===== config.mk =====
export PLATFORM = sky130hd
export DESIGN_NAME = irq_distributor
export DESIGN_NICKNAME = d
export VERILOG_FILES = /design/src/rtl/irqd_pkg.sv /design/src/rtl/irqd_regfile.sv /design/src/rtl/irqd_core_port.sv /design/src/rtl/irq_distributor.sv
export SDC_FILE = /design/constraint.sdc
export NUM_CORES = 1
export LEC_CHECK = 0
export BUFFER_PORTS_ARGS = -buffer_cell sky130_fd_sc_hd__buf_4
export CORE_MARGIN = 2
export CORE_UTILIZATION = 35
export CTS_CLUSTER_SIZE = 28
export DETAILED_ROUTE_END_ITERATION = 12
export HOLD_SLACK_MARGIN = 0.03
export PLACE_DENSITY_LB_ADDON = 0.2
export SETUP_SLACK_MARGIN = 0.05
export SYNTH_ARGS = -nofsm -noshare
export SYNTH_HDL_FRONTEND = slang
export SYNTH_SLANG_ARGS = --single-unit

===== constraint.sdc =====
create_clock -name clk -period 2.3 [get_ports clk]
set_input_delay 0.46 -clock clk [delete_from_list [all_inputs] [get_ports clk]]
set_output_delay 0.46 -clock clk [all_outputs]
set_load 0.05 [all_outputs]

===== src/rtl/irqd_pkg.sv =====
package irqd_pkg;

    localparam int ADDR_W     = 10;
    localparam int DATA_W     = 32;
    localparam int IPI_BITS   = 16;
    localparam int IPI_LEVELS = 3;
    localparam int PART_W     = 8;
    localparam int CFG_SHIFT  = 18;

    localparam int OFF_CAUSE  = 'h100;
    localparam int OFF_IPISET = 'h140;
    localparam int OFF_EN_CLR = 'h180;
    localparam int OFF_EN_SET = 'h184;
    localparam int OFF_AS_CLR = 'h188;
    localparam int OFF_AS_SET = 'h18C;
    localparam int OFF_PART   = 'h190;
    localparam int OFF_CFGID  = 'h1A0;
    localparam int OFF_STALL  = 'h200;
    localparam int OFF_CTRL   = 'h220;

    typedef enum logic [3:0] {
        K_NONE, K_ROUTE, K_CAUSE, K_IPISET, K_EN_CLR, K_EN_SET,
        K_AS_CLR, K_AS_SET, K_PART, K_CFGID, K_STALL, K_CTRL
    } reg_kind_e;

    typedef struct packed {
        reg_kind_e          kind;
        logic [ADDR_W-1:0]  idx;
    } decode_t;

    function automatic decode_t decode_addr(logic [ADDR_W-1:0] a, int nl, int nc);
        decode_t d;
        int ai;
        ai     = int'(a);
        d.kind = K_NONE;
        d.idx  = '0;
        if (ai < nl) begin
            d.kind = K_ROUTE;
            d.idx  = a;
        end else if (ai >= OFF_CAUSE && ai < OFF_CAUSE + nc) begin
            d.kind = K_CAUSE;
            d.idx  = ADDR_W'(ai - OFF_CAUSE);
        end else if (ai >= OFF_IPISET && ai < OFF_IPISET + IPI_BITS) begin
            d.kind = K_IPISET;
            d.idx  = ADDR_W'(ai - OFF_IPISET);
        end else begin
            case (ai)
                OFF_EN_CLR: d.kind = K_EN_CLR;
                OFF_EN_SET: d.kind = K_EN_SET;
                OFF_AS_CLR: d.kind = K_AS_CLR;
                OFF_AS_SET: d.kind = K_AS_SET;
                OFF_PART:   d.kind = K_PART;
                OFF_CFGID:  d.kind = K_CFGID;
                OFF_STALL:  d.kind = K_STALL;
                OFF_CTRL:   d.kind = K_CTRL;
                default:    d.kind = K_NONE;
            endcase
        end
        return d;
    endfunction

    // Fold the cause groups onto the three IPI levels; level 3 falls off.
    function automatic logic [IPI_LEVELS-1:0] ipi_levels(logic [IPI_BITS-1:0] cause,
                                                         logic [PART_W-1:0]   part);
        logic [3:0] lvl;
        lvl = '0;
        lvl[part[1:0]] = lvl[part[1:0]] | cause[0];
        lvl[part[3:2]] = lvl[part[3:2]] | (|cause[3:1]);
        lvl[part[5:4]] = lvl[part[5:4]] | (|cause[7:4]);
        lvl[part[7:6]] = lvl[part[7:6]] | (|cause[15:8]);
        return lvl[IPI_LEVELS-1:0];
    endfunction

endpackage


===== src/rtl/irqd_regfile.sv =====
module irqd_regfile
    import irqd_pkg::*;
#(
    parameter int NUM_CORES = 4,
    parameter int NUM_LINES = 32,
    localparam int CIW = (NUM_CORES > 1) ? $clog2(NUM_CORES) : 1,
    localparam int LIW = (NUM_LINES > 1) ? $clog2(NUM_LINES) : 1
) (
    input  logic                                  clk,
    input  logic                                  rst,
    input  logic                                  req_valid,
    input  logic                                  req_write,
    input  logic [ADDR_W-1:0]                     req_addr,
    input  logic [CIW-1:0]                        req_core,
    input  logic [DATA_W-1:0]                     req_wdata,
    output logic [DATA_W-1:0]                     rdata,
    output logic [NUM_LINES-1:0][NUM_CORES-1:0]   route,
    output logic [NUM_LINES-1:0]                  en_mask,
    output logic [NUM_LINES-1:0]                  asrt_mask,
    output logic [PART_W-1:0]                     part,
    output logic [NUM_CORES-1:0][IPI_BITS-1:0]    cause,
    output logic [NUM_CORES-1:0]                  stall_q
);

    logic [NUM_CORES-1:0] ctrl_q;
    decode_t              dec;
    logic                 wr_en;
    logic                 rd_en;
    logic                 core_ok;
    logic [DATA_W-1:0]    rd_val;

    assign dec     = decode_addr(req_addr, NUM_LINES, NUM_CORES);
    assign wr_en   = req_valid && req_write;
    assign rd_en   = req_valid && !req_write;
    assign core_ok = int'(req_core) < NUM_CORES;

    always_comb begin
        rd_val = '0;
        case (dec.kind)
            K_ROUTE:  rd_val = DATA_W'(route[dec.idx[LIW-1:0]]);
            K_CAUSE:  rd_val = DATA_W'(cause[dec.idx[CIW-1:0]]);
            K_EN_CLR: rd_val = DATA_W'(en_mask);
            K_AS_CLR: rd_val = DATA_W'(asrt_mask);
            K_PART:   rd_val = DATA_W'(part);
            K_CFGID:  rd_val = (DATA_W'(NUM_CORES - 1) << CFG_SHIFT) | DATA_W'(req_core);
            K_STALL:  rd_val = DATA_W'(stall_q);
            K_CTRL:   rd_val = core_ok ? DATA_W'(ctrl_q[req_core]) : '0;
            default:  rd_val = '0;
        endcase
    end

    always_ff @(posedge clk) begin
        if (rst) begin
            for (int k = 0; k < NUM_LINES; k++) begin
                route[k] <= NUM_CORES'(1);
            end
            en_mask   <= '1;
            asrt_mask <= '0;
            part      <= '0;
            cause     <= '0;
            stall_q   <= ~NUM_CORES'(1);
            ctrl_q    <= '0;
            rdata     <= '0;
        end else begin
            rdata <= rd_en ? rd_val : '0;
            if (wr_en) begin
                case (dec.kind)
                    K_ROUTE:  route[dec.idx[LIW-1:0]] <= req_wdata[NUM_CORES-1:0];
                    K_CAUSE:  cause[dec.idx[CIW-1:0]] <= cause[dec.idx[CIW-1:0]]
                                                         & ~req_wdata[IPI_BITS-1:0];
                    K_IPISET: begin
                        for (int c = 0; c < NUM_CORES; c++) begin
                            if (req_wdata[c]) begin
                                cause[c][dec.idx[3:0]] <= 1'b1;
                            end
                        end
                    end
                    K_EN_CLR: en_mask   <= en_mask & ~req_wdata[NUM_LINES-1:0];
                    K_EN_SET: en_mask   <= en_mask | req_wdata[NUM_LINES-1:0];
                    K_AS_CLR: asrt_mask <= asrt_mask & ~req_wdata[NUM_LINES-1:0];
                    K_AS_SET: asrt_mask <= asrt_mask | req_wdata[NUM_LINES-1:0];
                    K_PART:   part      <= req_wdata[PART_W-1:0];
                    K_STALL:  stall_q   <= req_wdata[NUM_CORES-1:0];
                    K_CTRL: begin
                        if (core_ok) begin
                            ctrl_q[req_core] <= req_wdata[0];
                        end
                    end
                    default: ;
                endcase
            end
        end
    end

endmodule


===== src/rtl/irqd_core_port.sv =====
module irqd_core_port
    import irqd_pkg::*;
#(
    parameter int NUM_LINES = 32,
    localparam int VEC_W = NUM_LINES + 2
) (
    input  logic                 clk,
    input  logic                 rst,
    input  logic [NUM_LINES-1:0] line_eff,
    input  logic [NUM_LINES-1:0] route_col,
    input  logic [IPI_BITS-1:0]  cause,
    input  logic [PART_W-1:0]    part,
    output logic [VEC_W-1:0]     vec
);

    logic [VEC_W-1:0] vec_d;

    always_comb begin
        vec_d = {line_eff & route_col, 2'b00};
        vec_d = vec_d | VEC_W'(ipi_levels(cause, part));
    end

    always_ff @(posedge clk) begin
        if (rst) begin
            vec <= '0;
        end else begin
            vec <= vec_d;
        end
    end

endmodule


===== src/rtl/irq_distributor.sv =====
module irq_distributor
    import irqd_pkg::*;
#(
    parameter int NUM_CORES = 4,
    parameter int NUM_LINES = 32,
    localparam int CORE_IDX_W = (NUM_CORES > 1) ? $clog2(NUM_CORES) : 1,
    localparam int VEC_W      = NUM_LINES + 2
) (
    input  logic                         clk,
    input  logic                         rst,
    input  logic                         req_valid,
    input  logic                         req_write,
    input  logic [9:0]                   req_addr,
    input  logic [CORE_IDX_W-1:0]        req_core,
    input  logic [31:0]                  req_wdata,
    output logic [31:0]                  rdata,
    input  logic [NUM_LINES-1:0]         line_in,
    output logic [NUM_CORES*VEC_W-1:0]   core_irq,
    output logic [NUM_CORES-1:0]         stall
);

    logic [NUM_LINES-1:0][NUM_CORES-1:0] route;
    logic [NUM_LINES-1:0]                en_mask;
    logic [NUM_LINES-1:0]                asrt_mask;
    logic [PART_W-1:0]                   part;
    logic [NUM_CORES-1:0][IPI_BITS-1:0]  cause;
    logic [NUM_LINES-1:0]                line_eff;

    irqd_regfile #(
        .NUM_CORES (NUM_CORES),
        .NUM_LINES (NUM_LINES)
    ) u_regfile (
        .clk       (clk),
        .rst       (rst),
        .req_valid (req_valid),
        .req_write (req_write),
        .req_addr  (req_addr),
        .req_core  (req_core),
        .req_wdata (req_wdata),
        .rdata     (rdata),
        .route     (route),
        .en_mask   (en_mask),
        .asrt_mask (asrt_mask),
        .part      (part),
        .cause     (cause),
        .stall_q   (stall)
    );

    assign line_eff = (line_in & en_mask) | asrt_mask;

    for (genvar c = 0; c < NUM_CORES; c++) begin : g_core
        logic [NUM_LINES-1:0] col;
        for (genvar k = 0; k < NUM_LINES; k++) begin : g_col
            assign col[k] = route[k][c];
        end
        irqd_core_port #(
            .NUM_LINES (NUM_LINES)
        ) u_port (
            .clk       (clk),
            .rst       (rst),
            .line_eff  (line_eff),
            .route_col (col),
            .cause     (cause[c]),
            .part      (part),
            .vec       (core_irq[c*VEC_W +: VEC_W])
        );
    end

endmodule


After elaboration in Yosys (flattened, before gate mapping)
Index checks and enable logic that the tools add are counted.
- register bits after elaboration: 440
- logic and storage cells: 249
- add/sub/neg operators: 2
- magnitude comparators: 21
- equal/unequal tests: 23
- muxes and demuxes: 76
- bitwise logic cells: 42
- reduce and logical (&&, ||, !) cells: 39
- operator list (operator ; count):
    case mux 32 bit (8 select lines) ; 1
    bitwise AND 32 bit ; 7
    bitwise OR 34 x 3 -> 34 bit ; 4
    bitwise mux 128 bit ; 1
    case mux 32 bit (2 select lines) ; 2
    case mux 64 bit (2 select lines) ; 1
    2-to-1 mux 16 bit ; 6
    bitwise OR 32 bit ; 3
    bitwise mux 64 bit ; 1
    bitwise OR 16 bit ; 4
    equality test 10 x 9 -> 1 bit, second input constant ; 6
    bitwise mux 4 bit ; 13
    binary-select mux 16 bit (select 2 bit) ; 1
    demux 16 bit (select 2 bit) ; 1
    NOT 32 bit ; 1
    case mux 4 bit (8 select lines) ; 1
    OR reduction 8 bit ; 4
    binary-select mux 1 bit (select 2 bit) ; 14
    2-to-1 mux 14 bit ; 2
    binary-select mux 4 bit (select 5 bit) ; 1
    demux 4 bit (select 5 bit) ; 1
    equality test 10 bit, second input constant ; 2
    greater-or-equal comparator 10 x 9 -> 1 bit, second input constant ; 2
    < comparator 10 x 9 -> 1 bit, second input constant ; 2
    31 further kinds ; 122

Depth between registers and ports, before layout
Gate-level depths: netlist of run 1.
- depth in word-level cells: 18
- gate-level depth with buffers: 10
- gate-level depth less buffers: 7

Modules after synthesis
A second synthesis of run 1 with hierarchy kept.
- cell total of the unflattened synthesis: 2083
- area, all modules: 18141.1 sq um
- by module, submodules not included (module ; instances ; cells an instance ; area an instance (sq um)):
    irqd_regfile ; 1 ; 1545 ; 13481.7
    irqd_core_port (g_core[0].u_port ...) ; 3 ; 127 ; 1103.6
    irqd_core_port (g_core[3].u_port) ; 1 ; 125 ; 1108.6
    irq_distributor ; 1 ; 32 ; 240.2

Worst setup path after synthesis of run 1
Ideal clock, no wire load.
- path type: in2reg
- start point: input port req_addr[2]
- end point: register u_regfile.part[0]
- library setup time: 0.128 ns
- arrival: 2.144 ns
- required time: 2.172 ns
- path slack: 0.029 ns
- stages: 8
- path buffers: 2
- cell sequence: clkbuf_1 > nor2_4 > nand2_1 > nor4b_2 > and2_1 > buf_4 > mux2i_1 > nor2_1
- cells in the longest elaborated chain, start to end: 7
- elaborated cells between the ends (all ways): 21
- ends and longest elaborated chain (what ; RTL line ; RTL):
    start: declaration ; irq_distributor.sv:13 ; input logic [9:0] req_addr,
    greater-or-equal comparator 10 x 9 -> 1 bit, or another cell as far along ; irqd_pkg.sv:43 ; end else if (ai >= OFF_IPISET && ai < OFF_IPISET + IPI_BITS) begin
    logical AND 1 bit or case mux 4 bit (8 select lines) (tied branches) ; irqd_pkg.sv:43, irqd_pkg.sv:47 ;
    2-to-1 mux 4 bit ; irqd_pkg.sv:43 ;
    2-to-1 mux 14 bit ; irqd_pkg.sv:40 ; end else if (ai >= OFF_CAUSE && ai < OFF_CAUSE + nc) begin
    2-to-1 mux 14 bit * ; irqd_pkg.sv:37 ; if (ai < nl) begin
    equality test 4 bit * ; irqd_regfile.sv:67 ; case (dec.kind)
    AND reduction 2 bit (no source line) * ; -- ;
    end signal: assignment ; irqd_regfile.sv:82 ; K_PART: part <= req_wdata[PART_W-1:0];
    end: declaration ; irqd_regfile.sv:20 ; output logic [PART_W-1:0] part,
Mark *: on every way between the ends. The rest lies on a longest branch, timed or not.
A chain may end at the register's enable or synchronous reset.

Final worst setup path of run 1
- start point: register u_regfile.part[3]
- end point: register g_core[3].u_port.vec[0]
- cells in the longest elaborated chain, start to end: 14
- elaborated cells between the ends (all ways): 18
- ends and longest elaborated chain (what ; RTL line ; RTL):
    < comparator 2 x 3 -> 1 bit (not written as such) or greater-or-equal comparator 2 x 1 -> 1 bit (tied branches) ; irqd_pkg.sv:68 ; lvl[part[3:2]] = lvl[part[3:2]] | (|cause[3:1]);
    logical AND 1 bit (not written as such) ; irqd_pkg.sv:68 ;
    2-to-1 mux 1 bit (not written as such) ; irqd_pkg.sv:68 ;
    demux 1 bit (select 2 bit) ; -- ;
    bitwise mux 4 bit * ; irqd_pkg.sv:68 ;
    binary-select mux 1 bit (select 2 bit) ; irqd_pkg.sv:69 ; lvl[part[5:4]] = lvl[part[5:4]] | (|cause[7:4]);
    2-to-1 mux 1 bit (not written as such) ; irqd_pkg.sv:69 ;
    bitwise OR 1 bit ; irqd_pkg.sv:69 ;
    bitwise mux 4 bit * ; irqd_pkg.sv:69 ;
    binary-select mux 1 bit (select 2 bit) ; irqd_pkg.sv:70 ; lvl[part[7:6]] = lvl[part[7:6]] | (|cause[15:8]);
    2-to-1 mux 1 bit (not written as such) ; irqd_pkg.sv:70 ;
    bitwise OR 1 bit ; irqd_pkg.sv:70 ;
    bitwise mux 4 bit * ; irqd_pkg.sv:70 ;
    bitwise OR 34 x 3 -> 34 bit * ; irqd_core_port.sv:20 ; vec_d = vec_d | VEC_W'(ipi_levels(cause, part));
    end signal: assignment ; irqd_core_port.sv:27 ; vec <= vec_d;
    end: declaration ; irqd_core_port.sv:13 ; output logic [VEC_W-1:0] vec
Mark *: on every way between the ends. The rest lies on a longest branch, timed or not. The select of a mux whose other input is x is not followed.

==> results of run 1 <==
## layout make-up
| cell class | count | area [um2] | area share (%) |
|---|---|---|---|
| Antenna cell | 3 | 7.51 | 0.0313 |
| Clock buffer | 60 | 1330 | 5.53 |
| Clock inverter | 26 | 417 | 1.73 |
| Inverter | 8 | 30.0 | 0.125 |
| Multi-Input combinational cell | 1435 | 8710 | 36.3 |
| Sequential cell | 440 | 8810 | 36.7 |
| Tap cell | 680 | 851 | 3.54 |
| Timing Repair Buffer | 486 | 3870 | 16.1 |
## where the power goes
group | leakage, nW | internal, mW | switching, mW
sequential | 3.55 | 7.66 | 0.0139
clock | 0.850 | 5.23 | 3.24
combinational | 5.58 | 0.349 | 0.679
total | 9.98 | 13.2 | 3.94
## worst max-delay path, delay by kind of cell, from the launching register on
kind / cells / cell delay (ps)
AND/OR/NAND/NOR: 4 / 710
flip-flops: 1 / 380
buffers and inverters: 2 / 360
AO/OA/AOI/OAI: 3 / 610
## cells by family after synthesis
kind of cell | synth area share (%)
mux | 8.87
simple gates | 21.1
buf+inv | 3.65
compound gates | 17.5
xor+xnor | 0.242
flops | 48.6
## what timing repair did
action | CTS | global route
endpoints found under the setup margin | 1 | 1
endpoints found under the hold margin | 0 | 0
pin swaps | 0 | 2
buffers inserted | 0 | 0
hold buffers | 0 | 0
resized for setup | 1 | 5
cloned | 0 | 0
## how the worst max path moves through the flow
stage / startpoint / end
after CTS: u_regfile.cause[49] / g_core[3].u_port.vec[0]
after detailed placement: req_addr[6] / u_regfile.rdata[3]
after floorplan: req_addr[5] / u_regfile.route[28]
after global routing: u_regfile.part[3] / g_core[3].u_port.vec[0]
final: u_regfile.part[3] / g_core[3].u_port.vec[0]
after global placement: req_addr[7] / flop
## per-layer routing
metal	wire length, um	vias to the layer above	global-route usage [%]
li1	-	7932	-
met5	18	-	0
met2	31300	590	40.6
met1	30100	8212	33.2
met3	4140	101	3.80
met4	1730	2	7.30
## through the flow
stage / hold WS (ps) / cells
detailed placement: 473 / 3049
global route: 112 / 3137
floorplan: 441 / 2026
CTS: 87.4 / 3135
finish: 122 / 3138
global placement: 464 / 3049
## synth_stat cells (3+ instances only)
cell type	instances
o21ai_1	19
and2_1	131
clkbuf_1	93
a31oi_1	7
buf_1	5
buf_6	3
a221oi_1	12
nand3_1	19
a21oi_1	190
o2111ai_1	3
buf_4	8
dfxtp_1	440
a211o_1	23
a221o_1	32
mux2i_1	147
nor2_2	6
nor3_1	55
a2bb2oi_1	3
nor2_1	294
o21ai_0	80
xor2_1	4
o22ai_1	41
a22oi_1	24
nand2_1	162
nor4_1	12
nor3b_1	3
nor2b_1	39
a2111o_1	3
a211oi_1	9
o211ai_1	5
o221ai_1	10
inv_1	7
nand2b_1	10
buf_2	34
o21a_1	4
nor3_2	18
nand3b_1	11
mux4_2	5
a222oi_1	11
==> impl_metrics.yaml, run 1 <==
layout:
  fin_area_um2: 24000
  fillCellCount: 4996
  utilization_pct: 46.9
  mostFrequentLayoutCells: "buf_4 (468), dfxtp_1 (439), nor2_1 (293)"
  drive_gt1_share_pct: 25.3
  fin_nets: 2499
  syn2layout_area_growth_pct: 32.6
  final_common_cell: "buf_4"
timing:
  finalSetupViolCount: 0
  final.period_utilization_pct: 94.4
  skew_ps: 23.2
  relSlewSlack_pct: 53.8
  fmax_mhz: 461
  slew_violations: 0
  fin_setup_tns_ps: 0
  rsz0062_at_grt: "false"
  setup_ws_ps: 130
  final_hold_viol_count: 0
  min_period_ps: 2170
  worst_pin_slew_ps: 694
global_routing:
  grt_max_degree: 134
  antenna_found_initial: 4
  first_global_vias: 16500
  grt.overflow.total: 0
  grt_pass1_wl_um: 101000
  grt_use_total_pct: 24.6
run_status:
  outcome: "finished clean"
run:
  cap_violations: 0
worst_setup_path:
  start_kind: "flop"
  critPathRequiredTime_ps: 2750
  r2r-end: "g_core[3].u_port.vec[0]"
  critPathKind: "flop to flop"
  cp_data_arrival_time_ps: 2620
  critPathMaxStageDelay_ps: 380
  slowest_stage: "dfxtp_1"
  ff2ff_setup_slack_ps: 130
  path_max_fanout: 8
  worstPathCellList: "buf_4, nor2_1, nor3_1, a21oi_1, o221ai_1, or3_4, a221oi_4, buf_4, nor2_1"
  r2r_cells: 9
  timing.rr.start: "u_regfile.part[3]"
  endpoint_kind: "flop"
power:
  power_density_nw_per_um2: 715
  p_leak_nw: 9.98
  power_mw: 17.2
  peakVddDrop_mv: 0.570
floorplan:
  core.rowCount: 83
  initial_utilization_pct: 35.4
  die_x_um: 231
  die_h_um: 231
  dieArea_um2: 53600
  core-area_um2: 51200
  ios: 252
min_path:
  hp-start: "req_wdata[23]"
  hp-class: "primary input to flop"
  hold_path_depth: 2
place:
  gp_congestion: 0.908
  place_area_um2: 22200
  port_buffers: 251
  dp_slack_ps: -301
  dp_hpwl_um: 49700
logic_synthesis:
  netlist_area_um2: 18100
  synth_cells: 2026
  ys_seq_area_share_pct: 48.6
  syn_area_per_cell_um2: 8.94
  ys_seq_elements: 440
  synth_edf_count: 0
  ys_top_cells_by_area: "dfxtp_1 (49%), mux2i_1 (8.1%), nor2_1 (6.1%)"
  async_flop_share_pct: 0
  syn_nets: 2106
  ys.flop_type: "dfxtp_1"
  yosysTopAreaCellShare_pct: 48.6
  synth_top_cell_by_area: "dfxtp_1"
  yosysWarnings: 0
  synth_cell_types: 73
clock_network:
  cts.sinks: 440
  cts_buffers: 48
  root_buffer: "clkbuf_16"
  clk_latency_ps: 590
  cts_tree: "done"
  cts_htree_levels: 2
  clockBufferDepth: 3
  cts.clk_slew.worst_paths_ps: 60
drt:
  drc: 0
  first_pass_iters: 6
  post_drt_wl_per_cell_um: 21.4
  routed_wl_um: 67200
  ant_nets: 0
  drt_iter0_drc: 1473
  vias: 16800
  vias_per_cell: 5.37
Power figures use the tool's default switching activity.
==> run 2: changes to the inputs <==
- RECOVER_POWER: unset -> 50
==> impl_metrics.yaml, run 2 (synthesis results as in run 1) <==
clock_network:
  root_buffer: "clkbuf_16"
  clk_latency_ps: 590
  cts_buffers: 48
  cts.clk_slew.worst_paths_ps: 60
  cts.sinks: 440
  post_cts_buffers: 0
  cts_htree_levels: 2
  clockBufferDepth: 3
  cts_tree: "done"
drt:
  drt_iter0_drc: 1438
  first_pass_iters: 6
  routed_wl_um: 67300
  vias: 16800
  ant_nets: 0
  post_drt_wl_per_cell_um: 21.4
  drc: 0
  vias_per_cell: 5.36
timing:
  worst_pin_slew_ps: 1640
  finalSetupViolCount: 0
  slew_violations: 134
  setup_ws_ps: 119
  rsz0062_at_grt: "false"
  fmax_mhz: 458
  relSlewSlack_pct: -9.28
  skew_ps: 27.0
  final_hold_viol_count: 0
  whs_ps: 117
  min_period_ps: 2180
  final.period_utilization_pct: 94.8
place:
  port_buffers: 251
  place_area_um2: 22200
  dp_slack_ps: -301
  gp_congestion: 0.908
  dp_hpwl_um: 49700
  dpl.cell_count: 3049
layout:
  finalNonFillerCells: 3138
  fillCellCount: 5178
  mostFrequentLayoutCells: "dfxtp_1 (439), nor2_1 (293), buf_4 (291)"
  multiInputGateArea_um2: 8710
  syn2layout_area_growth_pct: 28.9
  fin_nets: 2499
  final_common_cell: "dfxtp_1"
  fin_area_um2: 23300
  drive_gt1_share_pct: 18.2
  regArea_um2: 8810
run_status:
  violations: "capacitance limit, slew limit"
  outcome: "complete, but fails checks"
floorplan:
  initial_utilization_pct: 35.4
  ios: 252
  core.rowCount: 83
  core-area_um2: 51200
  die_x_um: 231
  dieArea_um2: 53600
  die_h_um: 231
min_path:
  hp-start: "req_wdata[23]"
  hp-class: "primary input to flop"
worst_setup_path:
  crit_buf_inv: 2
  cpLargestDelayFamily: "simple AND/OR/NAND/NOR gates"
  worstPathCellList: "buf_4, nor2_1, nor3_1, a21oi_1, o221ai_1, or3_4, a221oi_4, buf_4, nor2_1"
  cp.depth: 9
  r2r_cells: 9
  endpoint_kind: "flop"
  cp_data_arrival_time_ps: 2640
  critPathRequiredTime_ps: 2760
  timing.rr.start: "u_regfile.part[3]"
  critPathKind: "flop to flop"
  ff2ff_setup_slack_ps: 120
  cp-endpoint: "g_core[3].u_port.vec[0]"
  slowest_stage: "dfxtp_1"
  r2r-end: "g_core[3].u_port.vec[0]"
  cp-startpoint: "u_regfile.part[3]"
  critPathMaxStageDelay_ps: 390
  path_max_fanout: 8
  start_kind: "flop"
global_routing:
  first_global_vias: 16500
  grt_pass1_wl_um: 101000
  grt_max_degree: 134
  grt.overflow.total: 0
  antenna_found_initial: 4
  grt_use_total_pct: 24.6
run:
  cap_violations: 1
power:
  p_leak_nw: 9.14
  peakVddDrop_mv: 0.570
  power_density_nw_per_um2: 734
  power_mw: 17.1
[run 2: worst min-delay path by stage]
stage / cells past startpoint / to
2_1_floorplan: 1 / g_core[2].u_port.vec[29]
3_3_place_gp: 2 / u_regfile.rdata[18]
3_5_place_dp: 1 / g_core[0].u_port.vec[27]
4_1_cts: 2 / flop
5_1_grt: 2 / flop
6_report: 2 / flop
[run 2: repair_timing]
action | in CTS | in global routing
resized for setup | 1 | 5
setup endpoints to repair | 1 | 1
pin swaps | 0 | 2
hold buffers | 0 | 0
[run 2: metrics by stage]
stage                     setup TNS [ps]  utilization, %
after floorplan                        0               -
after global placement            -21540            43.4
after detailed placement          -25400            43.4
after CTS                              0            46.9
after global routing                   0            45.6
final                                  0            45.6
[run 2: area by class of cell]
type	instances	area share (%)
Sequential cell	440	37.7
Multi-Input combinational cell	1435	37.3
Timing Repair Buffer	486	13.7
Clock buffer	60	5.69
Tap cell	680	3.64
Clock inverter	26	1.78
Inverter	8	0.129
Antenna cell	3	0.0322
[run 2: metal layers]
metal | GRT usage [%] | vias up | share of wire [%]
li1 | - | 7925 | -
met3 | 3.80 | 104 | 7.0
met5 | 0 | - | 0.027
met2 | 40.6 | 615 | 46
met4 | 7.30 | 2 | 2.6
met1 | 33.2 | 8176 | 44
[run 2: power by group]
part / switching [mW] / internal (mW) / leakage, nW / total (mW)
combinational: 0.678 / 0.315 / 4.74 / 0.993
clock: 3.24 / 5.23 / 0.850 / 8.48
sequential: 0.0131 / 7.66 / 3.55 / 7.67
==> run 3: changes to the inputs <==
- clock period: 2.3 -> 2 ns (I/O delays scaled with it)
==> impl_metrics.yaml, run 3 (synthesis results as in run 1) <==
clock_network:
  root_buffer: "clkbuf_16"
  cts.sinks: 440
  cts_htree_levels: 2
  cts_tree: "done"
  clk_latency_ps: 590
  cts_buffers: 47
  cts.clk_slew.worst_paths_ps: 60
  clockBufferDepth: 3
run_status:
  outcome: "finished clean"
power:
  peakVddDrop_mv: 0.579
  p_leak_nw: 9.56
  power_density_nw_per_um2: 788
worst_setup_path:
  cpLargestDelayFamily: "simple AND/OR/NAND/NOR gates"
  critPathKind: "primary input to flop"
  cp.depth: 11
  endpoint_kind: "flop"
  start_kind: "primary input"
  cp_data_arrival_time_ps: 2450
  slowest_stage: "a221oi_1"
  critPathRequiredTime_ps: 2510
  critPathMaxStageDelay_ps: 420
  worstPathCellList: "clkbuf_1, nor3_1, buf_4, o311ai_4, nor2_4, buf_12, buf_4, o221ai_2, a221oi_1, nand3_1, nand2_1"
  cpMostUsedCell: "buf_4"
  path_max_fanout: 9
  crit_buf_inv: 4
  r2r_cells: 8
global_routing:
  grt.overflow.total: 0
  first_global_vias: 16800
  grt_pass1_wl_um: 102000
  grt_use_total_pct: 24.9
  antenna_found_initial: 6
  grt_max_degree: 79
layout:
  drive_gt1_share_pct: 23.6
  syn2layout_area_growth_pct: 33.9
  mostFrequentLayoutCells: "dfxtp_1 (436), buf_4 (338), nor2_1 (279)"
  fin_nets: 2558
  final_common_cell: "dfxtp_1"
  finalNonFillerCells: 3202
  fin_area_um2: 24200
floorplan:
  ios: 252
  dieArea_um2: 53600
  core.rowCount: 83
  die_h_um: 231
  initial_utilization_pct: 35.4
  die_x_um: 231
  core-area_um2: 51200
timing:
  slew_violations: 0
  min_period_ps: 1940
  fmax_mhz: 516
  whs_ps: 56.8
  finalSetupViolCount: 0
  setup_ws_ps: 62.9
  final.period_utilization_pct: 96.9
  skew_ps: 21.1
  worst_pin_slew_ps: 1030
  relSlewSlack_pct: 31.2
  rsz0062_at_grt: "true"
  final_hold_viol_count: 0
drt:
  vias: 17000
  first_pass_iters: 6
  drc: 0
  drt_iter0_drc: 1522
  ant_nets: 0
  vias_per_cell: 5.30
  routed_wl_um: 68300
  post_drt_wl_per_cell_um: 21.3
place:
  dpl.cell_count: 3104
  port_buffers: 251
  gp_congestion: 0.897
  dp_hpwl_um: 51300
  place_area_um2: 23100
  dp_slack_ps: -558
run:
  cap_violations: 0
min_path:
  hp-class: "primary input to flop"
  hold_path_depth: 2
run 3: cell count changes in the layout (fill, tap and decap cells not counted), moves of 6 or more:
cell      before  now
o21ai_0       80   69
o21ai_2        1    7
buf_4        291  338
and2_0       104   98
nor2_4         1    9
nor2_1       293  279
nor2_2         7   13
a21oi_2        0   35
and2_1        27   33
buf_12        16   23
clkbuf_2       1    7
a21oi_1      190  155
run 3: final cells by class:
type	instances	area [um2]
flip-flops and latches	440	8820
clock buffers	65	1340
diodes	6	15.0
inverters	8	30.0
well taps	680	851
multi-input cells	1435	9170
fillers	5044	27000
repair buffers	546	3750
clock inverters	22	264
run 3: final timing paths:
check	from	end	slack, ps
setup / recovery	req_addr[7]	u_regfile.rdata[1]	60
hold / removal	req_wdata[27]	flop	60
hold reg to reg	u_regfile.route[72]	g_core[0].u_port.vec[20]	480
setup reg to reg	u_regfile.cause[49]	g_core[3].u_port.vec[0]	70
run 3: layer usage:
metal	vias up	share of wire [%]	track usage (%)
met5	-	0	0
met2	582	46	40.5
met3	139	6.5	4.17
met1	8215	43	32.5
li1	8047	-	-
met4	0	3.8	10.4
run 3: report_power, final:
| part | switching, mW | internal (mW) | leakage (nW) |
|---|---|---|---|
| registers | 0.0162 | 8.80 | 3.56 |
| logic | 0.814 | 0.410 | 5.22 |
| clock network | 3.69 | 5.37 | 0.791 |
run 3: timing repair:
item                                    CTS  global route
setup buffers                             0             3
hold endpoints to repair                  2             0
endpoints found under the setup margin    5            78
hold buffers                              2             0
pin swaps                                 2            11
gates resized for setup                  10            34
run 3: through the flow:
step / setup TNS [ps] / util (%) / power, mW
after floorplan: -2420 / - / 9.63
after global placement: -98900 / 45.1 / 10.3
after detailed placement: -102290 / 45.1 / 10.3
after CTS: 0 / 48.3 / 19.3
after global routing: -44.8 / 47.4 / 19.6
final: 0 / 47.4 / 19.1
